==> src/rtl/dma_chain_engine.sv <==
module dma_chain_engine #(
  parameter int AW = 32,
  parameter int DW = 32
) (
  input  logic          clk,
  input  logic          rst_n,
  input  logic          reg_wr,
  input  logic [1:0]    reg_addr,
  input  logic [DW-1:0] reg_wdata,
  output logic [DW-1:0] reg_rdata,
  output logic          irq,
  output logic          mem_req_valid,
  input  logic          mem_req_ready,
  output logic [AW-1:0] mem_req_addr,
  output logic          mem_req_we,
  output logic [DW-1:0] mem_req_wdata,
  input  logic          mem_rsp_valid,
  input  logic [DW-1:0] mem_rsp_data
);
  localparam logic [AW-1:0] STEP = AW'(DW / 8);

  typedef enum logic [2:0] {IDLE, FETCH_DESC, READ_DATA, WRITE_DATA, CHECK_END} st_t;

  st_t           st;
  logic [1:0]    idx;
  logic          pend;
  logic          end_only;
  logic [AW-1:0] base, src, dst, cnt, nxt;
  logic [DW-1:0] hold;

  wire ctrl_wr   = reg_wr && reg_addr == 2'd0;
  wire ptr_wr    = reg_wr && reg_addr == 2'd1;
  wire active    = st != IDLE;
  wire start     = ctrl_wr && reg_wdata[1] && !active && nxt != '0;
  wire hs        = mem_req_valid && mem_req_ready;
  wire rsp       = pend && mem_rsp_valid;
  wire last_word = cnt <= STEP;
  wire set_irq   = st == CHECK_END && (!end_only || nxt == '0);

  assign mem_req_valid = (st == FETCH_DESC || st == READ_DATA) ? !pend : (st == WRITE_DATA);
  assign mem_req_we    = st == WRITE_DATA;
  assign mem_req_addr  = st == FETCH_DESC ? base + AW'(idx) * STEP :
                         st == WRITE_DATA ? dst : src;
  assign mem_req_wdata = hold;

  always_comb begin
    case (reg_addr)
      2'd0:    reg_rdata = DW'({irq, active, 1'b0, end_only});
      2'd1:    reg_rdata = DW'(nxt);
      2'd2:    reg_rdata = DW'(cnt);
      default: reg_rdata = '0;
    endcase
  end

  always_ff @(posedge clk) begin
    if (!rst_n) begin
      st       <= IDLE;
      idx      <= '0;
      pend     <= 1'b0;
      end_only <= 1'b0;
      irq      <= 1'b0;
      base     <= '0;
      src      <= '0;
      dst      <= '0;
      cnt      <= '0;
      nxt      <= '0;
      hold     <= '0;
    end else begin
      if (ctrl_wr) end_only <= reg_wdata[0];
      if (set_irq) irq <= 1'b1;
      else if (ctrl_wr && reg_wdata[3]) irq <= 1'b0;
      if (ptr_wr) nxt <= reg_wdata[AW-1:0];
      if (hs && !mem_req_we) pend <= 1'b1;
      else if (rsp) pend <= 1'b0;

      case (st)
        IDLE: if (start) begin
          base <= nxt;
          idx  <= '0;
          st   <= FETCH_DESC;
        end
        FETCH_DESC: if (rsp) begin
          case (idx)
            2'd0: src <= mem_rsp_data[AW-1:0];
            2'd1: dst <= mem_rsp_data[AW-1:0];
            2'd2: cnt <= mem_rsp_data[AW-1:0];
            default: nxt <= mem_rsp_data[AW-1:0];
          endcase
          idx <= idx + 2'd1;
          if (idx == 2'd3) st <= (cnt == '0) ? CHECK_END : READ_DATA;
        end
        READ_DATA: if (rsp) begin
          hold <= mem_rsp_data;
          st   <= WRITE_DATA;
        end
        WRITE_DATA: if (hs) begin
          src <= src + STEP;
          dst <= dst + STEP;
          cnt <= last_word ? '0 : cnt - STEP;
          st  <= last_word ? CHECK_END : READ_DATA;
        end
        CHECK_END: if (nxt == '0) st <= IDLE;
          else begin
            base <= nxt;
            idx  <= '0;
            st   <= FETCH_DESC;
          end
        default: st <= IDLE;
      endcase
    end
  end

  AST_REQ_HELD: assert property (@(posedge clk) disable iff (!rst_n)
    mem_req_valid && !mem_req_ready |=> mem_req_valid && $stable(mem_req_addr) &&
    $stable(mem_req_we) && $stable(mem_req_wdata));
  AST_ONE_READ_OUT: assert property (@(posedge clk) disable iff (!rst_n)
    mem_req_valid && mem_req_ready && !mem_req_we |=> !mem_req_valid);
  AST_IRQ_STICKY: assert property (@(posedge clk) disable iff (!rst_n)
    irq && !(ctrl_wr && reg_wdata[3]) |=> irq);
  AST_NULL_ENDS: assert property (@(posedge clk) disable iff (!rst_n)
    st == CHECK_END && nxt == '0 |=> !active);
  AST_START_AT_PTR: assert property (@(posedge clk) disable iff (!rst_n)
    start |=> mem_req_valid && !mem_req_we && mem_req_addr == $past(nxt));
  AST_ZERO_SKIP: assert property (@(posedge clk) disable iff (!rst_n)
    st == FETCH_DESC && rsp && idx == 2'd3 && cnt == '0 |=> st == CHECK_END);
endmodule

==> config.mk <==
export PLATFORM = sky130hd
export DESIGN_NAME = dma_chain_engine
export DESIGN_NICKNAME = d
export VERILOG_FILES = /design/src/rtl/dma_chain_engine.sv
export SDC_FILE = /design/constraint.sdc
export NUM_CORES = 1
export LEC_CHECK = 0
export BUFFER_PORTS_ARGS = -buffer_cell sky130_fd_sc_hd__buf_2
export CAP_MARGIN = 20
export CORE_MARGIN = 2
export CORE_UTILIZATION = 58
export DETAILED_ROUTE_END_ITERATION = 8
export HOLD_SLACK_MARGIN = 0.12
export PLACE_DENSITY_LB_ADDON = 0.12
export SKIP_LAST_GASP = 1
export SYNTH_ARGS = -nofsm -noshare
export SYNTH_HDL_FRONTEND = slang
export SYNTH_SLANG_ARGS = --single-unit
==> constraint.sdc <==
create_clock -name clk -period 3.2 [get_ports clk]
set_input_delay 0.16 -clock clk [delete_from_list [all_inputs] [get_ports clk]]
set_output_delay 0.16 -clock clk [all_outputs]
set_load 0.05 [all_outputs]
Yosys cells after proc, flatten, opt, wreduce, memory -nomap -nowiden
Index checks and enable logic that the tools add are counted.
Word-level totals
  logic and storage cells: 112
  input port bits: 71
  flip-flop bits (word level): 200
  output and inout port bits: 99
Cells by class
  $add $sub $neg: 5
  reduce and logical (&&, ||, !) cells: 36
  $lt $le $gt $ge: 1
  multiplexer cells: 41
  eq/ne operators: 18
Operators by type and width (count)
  $mux 32: 18
  $pmux 32 s2: 4
  $pmux 32 s3: 1
  $add 32x3->32 const B: 2
  $logic_not 32->1: 2
  $add 32x4->32: 1
  $le 32x3->1 const B: 1
  $reduce_bool 32->1: 1
  $sub 32x3->32 const B: 1
  $mux 3: 7
  $reduce_and 4->1: 4
  $pmux 3 s5: 1
  $logic_and 1x1->1: 10
  $ne 2x1->1 const B: 5
  $ne 2x2->1 const B: 4
  $reduce_bool 2->1: 4
  $eq 2x2->1 const B: 3
  $eq 3x2->1 const B: 2
  $mux 1: 6
  $mux 2: 3
  $pmux 2 s3: 1
  $reduce_bool 3->1: 2
  $reduce_and 5->1: 1
  $eq 2x1->1 const B: 2
  other kinds (10): 15

Depth between registers and ports, before layout
Gate-level depths: netlist of run 1.
  depth in word-level cells: 7
  depth in mapped cells: 10

Worst setup path before layout of run 1
Ideal clock, no wire load.
  path kind: flip-flop to output port
  start point: reg idx[0]
  end point: out mem_req_addr[28]
  stages on the path, launching flop included: 11
  slack: -0.083 ns
  arrival time: 3.123 ns
  path buffers: 1
  path through: dfxtp_1 -> ha_1 -> inv_1 -> fa_1 -> and4b_1 -> nand3_1 -> clkbuf_1 -> nor3_1 -> xor2_1 -> nor2_1 -> o21ai_0
Between the ends
  longest elaborated chain between the ends: 2
RTL lines
  start, declared: line 25  | logic [1:0] idx;
  start signal, assigned: line 89  | idx <= idx + 2'd1;
  $add 32x4->32: line 42  | assign mem_req_addr = st == FETCH_DESC ? base + AW'(idx) * STEP :
  $mux 32: line 42
  end, declared: line 14  | output logic [AW-1:0] mem_req_addr,
Every way passes these cells.

Final worst setup path of run 1
  start point: reg idx[0]
  end point: out mem_req_addr[24]
The elaborated chain is that of the path after synthesis.

==> results of run 1 <==
==> critical path, cell delays in order, from the launching register on <==
cell and delay (ns):
dfxtp_2 0.38, ha_1 0.18, inv_1 0.06, fa_1 0.41, and4b_2 0.37, nand3_4 0.18, nor3_1 0.26, xor2_1 0.17
nor2_1 0.05, o21ai_1 0.15, clkbuf_4 0.25
==> what timing repair did <==
action | CTS | global route
gates resized for setup | 2 | 12
hold endpoints to repair | 72 | 0
endpoints found under the setup margin | 10 | 8
buffers inserted | 0 | 0
hold buffers | 74 | 0
==> per-stage QoR <==
step	setup TNS (ns)	worst slack [ns]	std cells
after CTS	0	0.0408	2019
after floorplan	0	0.154	1553
final	0	0.137	2023
after global routing	-0.00507	-0.00507	2022
after detailed placement	0	0.306	1914
after global placement	0	0.371	1913
==> area by class of cell <==
| class | count | area [um^2] | share of cell area |
|---|---|---|---|
| antenna | 2 | 5.00 | 0.000353 |
| clock buffer | 18 | 429 | 0.0303 |
| tap | 265 | 332 | 0.0234 |
| multi-input combinational | 1211 | 7060 | 0.499 |
| clock inverter | 13 | 160 | 0.0113 |
| sequential | 200 | 4010 | 0.283 |
| timing repair buffer | 293 | 2090 | 0.148 |
| inverter | 21 | 81.3 | 0.00574 |
==> kinds of logic after synthesis <==
| group | count (synthesis) | share of synthesized area |
|---|---|---|
| fa+ha+maj | 13 | 0.0145 |
| buf+inv | 142 | 0.0503 |
| simple gates | 678 | 0.275 |
| mux | 42 | 0.0363 |
| flops | 200 | 0.346 |
| compound gates | 449 | 0.256 |
| xor+xnor | 29 | 0.0219 |
==> synth_stat cells, types with 8 or more instances <==
cell	instances
ha_1	11
o21ai_0	122
clkbuf_1	103
and2_1	14
nor3_1	33
a32o_1	11
nand2_1	239
dfxtp_1	200
inv_1	20
xor2_1	15
o31ai_1	19
nor2_1	174
a311oi_1	35
mux2i_1	42
a22oi_1	22
a31oi_1	16
and3_1	18
nand4_1	25
and4_1	8
nand3_1	83
a21oi_1	113
xnor2_1	14
a22o_1	29
nor4_1	19
or3_1	11
o221ai_1	9
o22ai_1	9
==> power by group through the flow <==
stage	clock [mW]	combinational, mW	sequential (mW)
floorplan	0	0.182	2.57
global placement	0	0.367	2.58
detailed placement	0	0.367	2.58
CTS	2.22	0.432	2.53
global route	2.33	0.474	2.53
finish	2.24	0.464	2.53
==> layout by cell type, fill, tap and decap left out, types with 14 or more instances in the layout <==
master,instances
nand2_1,238
dfxtp_1,199
nor2_1,173
buf_2,164
o21ai_0,115
a21oi_1,112
nand3_1,82
dlygate4sd3_1,74
buf_4,43
mux2i_1,42
a311oi_1,35
nor3_1,30
a22o_1,29
nand4_1,25
a22oi_1,22
inv_1,19
o31ai_1,19
and3_1,18
nor4_1,18
clkbuf_16,17
a31oi_1,16
xor2_1,15
and2_1,14
xnor2_1,14
==> final timing paths <==
check / start / to / depth (start not counted)
worst min-delay path: mem_rsp_data[30] / mem_req_wdata[30] / 3
worst max-delay path: idx[0] / mem_req_addr[24] / 10
worst max register to register: st[1] / nxt[11] / 5
worst min register to register: mem_req_wdata[23] / mem_req_wdata[23] / 2
==> state kept, by name, summed over array words and instances (netlist names) <==
register       flops
src               32
dst               32
end_only           1
nxt               32
idx                2
st                 3
pend               1
irq                1
base              32
mem_req_wdata     32
cnt               32
==> routing by layer <==
layer / track usage / vias up / wire [um]
met2: 0.671 / 1018 / 21300
li1: - / 6080 / -
met1: 0.575 / 6412 / 17900
met3: 0.104 / 284 / 6420
met4: 0.335 / 0 / 4170
met5: 0 / - / 0
==> run metrics, run 1 <==
status=finished, final reports clean; crit path DAT=2.90 ns; Post-DP HPWL=34300 um; CP endpoint kind=output port; die width=145 um; I/O Buffers=169; CTS tree=done; Seq pwr share=0.483; Slew @ Worst Pin=0.940 ns; Post-Syn Area=11600 um^2; post-synth net total=1636; pin count of the biggest net entering global routing=89; CTS clk-pin slew, worst paths=0.08 ns; switching share of total power=0.277; Int Pwr=3.79 mW; Synth Register Bits=200; Primary FF master, synth=dfxtp_1; worst hold slack=0.135 ns; Tot Pwr=5.24 mW; Synth async-reset ratio=0; Slew Limit Fails=0; final setup fails=0; # fillers=1594; Max-slew headroom=0.371; leakage power=5.61 nW; dpl cell area=12700 um^2; Root Buffer=clkbuf_16; Core ar.=19500 um^2; Maximum Capacitance Violations=0; final core occ=0.725; Crit Path Category=flop to output port; Vias=13794; initial antenna violation count=1; clk_lat worst skew=0.45 ns; synthesis-to-finish area growth=22.4%; Area contributors post-synth=dfxtp_1 35%, nand2_1 7.7%, nor2_1 5.6%; fmax=327 MHz; H-tree depth=4; Yosys top cell area share=0.346; Routed wire per std cell=24.6 um; 1st-iter DRT viols=1879; PwrDens=370 nW/um^2; hold crit path type=input port to flop; Yosys Warn Count=0; final instance area=14200 um^2; Clk pwr share=0.428; Synth cell types=83; Die H=145 um; Hold Fails Final Rpt=0; CP required=3.04 ns; post-synth top area cell=dfxtp_1; nets=1827; Combinational Power Share=0.089; layout cell share with drive strength beyond 1=0.168; drt drc=0; clk sinks=200; global route overflow=0; Critical Path Fanout Max=11; Post-Route Skew=0.0136 ns; critical path launch point type=flop; RSZ-0062 raised after global routing=yes; vias in the first global route=12676; CTS Buffer Depth=2; sequential area share after synthesis=0.346; mean post-synth cell area=7.45 um^2; Tcrit/Tclk final=0.957; Syn Inst Count=1553; Tot GR Track Use=0.453; # rows=51; WL final=49800 um; global-route wire length before repair=73900 um; ANT nets after route=0; full die area=21100 um^2; reg2reg setup slack=0.39 ns; via/cell ratio=6.82; CTS Buf Count=17; Psw=1.45 mW; io pins=170; Placer Congestion=1.03; minimum clock period=3.06 ns; Post-synth EDFFs=0; Initial Util=0.593; peak supply drop=383 uV; Pre-Repair DR Iteration Count=7
Power figures use the tool's default switching activity.
==> run 2: changes to the inputs <==
CORE_UTILIZATION = 40   (was 58)
==> run 2 against run 1 <==
Effect of this change: critical path depth is 1 higher; largest cell class unchanged; non-clock buffer count up 1; clock skew fell by 0.00058 ns; highest routed layer unchanged; largest power group unchanged.
==> run metrics, run 2 (same netlist as run 1, synthesis figures left out) <==
critical path launch point type=flop; Critical Path Most Common Cell=buf_4; RSZ-0062 raised after global routing=no; status=finished, final reports clean; dpl cell area=12900 um^2; Initial Util=0.404; CTS tree=done; Setup Buffers After CTS=0; Routed wire per std cell=23.9 um; Placement Setup Slack=0.492 ns; drt drc=0; commonest cells after routing, fill and taps aside=238 x nand2_1, 197 x dfxtp_1, 173 x nor2_1; worst flop-to-flop path startpoint=st[0]; Setup TNS Final=0 ns; crit path DAT=2.92 ns; peak supply drop=262 uV; io pins=170; CP endpoint kind=output port; I/O Buffers=169; worst r2r path cells=6; # rows=62; WHS Path Cells=4; Hold Fails Final Rpt=0; Max-slew headroom=0.420; 1st-iter DRT viols=1403; Final WS setup=0.122 ns; Tot GR Track Use=0.332; hold endpoint=end_only; PwrDens=368 nW/um^2; Slew Limit Fails=0; delay-heaviest family, CP=simple AND/OR/NAND/NOR gates; reg2reg setup slack=0.43 ns; leakage power=5.60 nW; ANT nets after route=0; nets=1828; CTS clk-pin slew, worst paths=0.08 ns; Critical Path Max Stage Delay=0.40 ns; Placer Congestion=0.957; Tcrit/Tclk final=0.962; H-tree depth=4; Maximum Capacitance Violations=0; R2R Path End=nxt[8]; final instance area=14200 um^2; CP required=3.04 ns; Crit-path slowest cell=fa_1; most common cell after layout, fill and taps aside=nand2_1; Pre-Repair DR Iteration Count=6; min-delay src=reg_addr[1]; clk sinks=200; vias in the first global route=12177; Crit Path Category=flop to output port; CP cell instances=ha_1 -> inv_1 -> fa_1 -> and4b_1 -> nand3_1 -> buf_4 -> nor3_1 -> xor2_1 -> nor2_1 -> o21ai_1 -> buf_4; final setup fails=0; Die H=174 um; full die area=30300 um^2; pin count of the biggest net entering global routing=89; global-route wire length before repair=76800 um; via/cell ratio=6.16; Buf/Inv on CP=3; CTS Buf Count=17; synthesis-to-finish area growth=23.1%; layout cell share with drive strength beyond 1=0.169; fmax=325 MHz; Vias=13201; Slew @ Worst Pin=0.865 ns; Critical Path Fanout Max=11; die width=174 um; Core ar.=28600 um^2; clk_lat worst skew=0.45 ns; non-filler instance count after layout=2142; Post-DP HPWL=36600 um; Cells after DPL=2037; Ant. Diodes=0; WL final=51300 um; CTS Buffer Depth=2; Post-Route Skew=0.0130 ns; minimum clock period=3.08 ns; initial antenna violation count=0; global route overflow=0; Root Buffer=clkbuf_16; hold crit path type=input port to flop
## run 2: cell count changes in the layout (fill, tap and decap cells not counted), sizes merged
| cell | change |
|---|---|
| buf | +4 |
| bufinv | -1 |
| clkbuf | -2 |
| clkinv | +1 |
| diode | -2 |
| dlygate4sd3 | -2 |
| inv | +2 |
## run 2: worst max path at each step
stage                       from          endpoint  slack (ns)  cells after the start
after CTS                 idx[0]  mem_req_addr[18]       0.006                     11
after global routing      idx[0]  mem_req_addr[20]      0.0009                     10
after global placement    idx[0]  mem_req_addr[12]        0.52                     10
after floorplan           idx[0]  mem_req_addr[12]        0.15                      9
after detailed placement  idx[0]  mem_req_addr[18]        0.49                     11
final                     idx[0]  mem_req_addr[18]        0.12                     11
## run 2: final cells by class
cell class	count	area, um^2
Multi-Input combinational cell	1211	7040
Clock buffer	17	425
Timing Repair Buffer	294	2040
Clock inverter	15	171
Fill cell	2923	14400
Inverter	21	81.3
Tap cell	384	480
Sequential cell	200	4010
## run 2: metrics by stage
| step | total power [mW] | hold WS, ns | util |
|---|---|---|---|
| global route | 5.37 | 0.134 | 0.498 |
| CTS | 5.25 | 0.121 | 0.496 |
| detailed placement | 2.97 | 0.432 | 0.450 |
| global placement | 2.96 | 0.431 | 0.450 |
| finish | 5.25 | 0.133 | 0.498 |
| floorplan | 2.75 | 0.286 | - |
## run 2: metal layers
layer  up-vias  global-route usage  routed length (um)
met5         -                   0                   0
met3       115              0.0612                4680
met4         0               0.134                2190
met1      6324               0.448               21600
met2       699               0.522               22800
li1       6063                   -                   -
## run 2: tightest hold or removal path, cell delays in order
cell	delay, ns
buf_2	0.16
nor3b_1	0.10
nand2_1	0.07
a21oi_1	0.05
## run 2: where the power goes
part	leakage (nW)	internal, mW	switching, mW	total (mW)
logic	3.69	0.162	0.290	0.452
clock network	0.294	1.07	1.20	2.27
registers	1.61	2.50	0.0281	2.53
## run 2: repair_timing
item,4_1_cts,5_1_grt
gates resized for setup,0,14
hold endpoints to repair,71,0
setup endpoints to repair,0,10
hold buffers,72,0
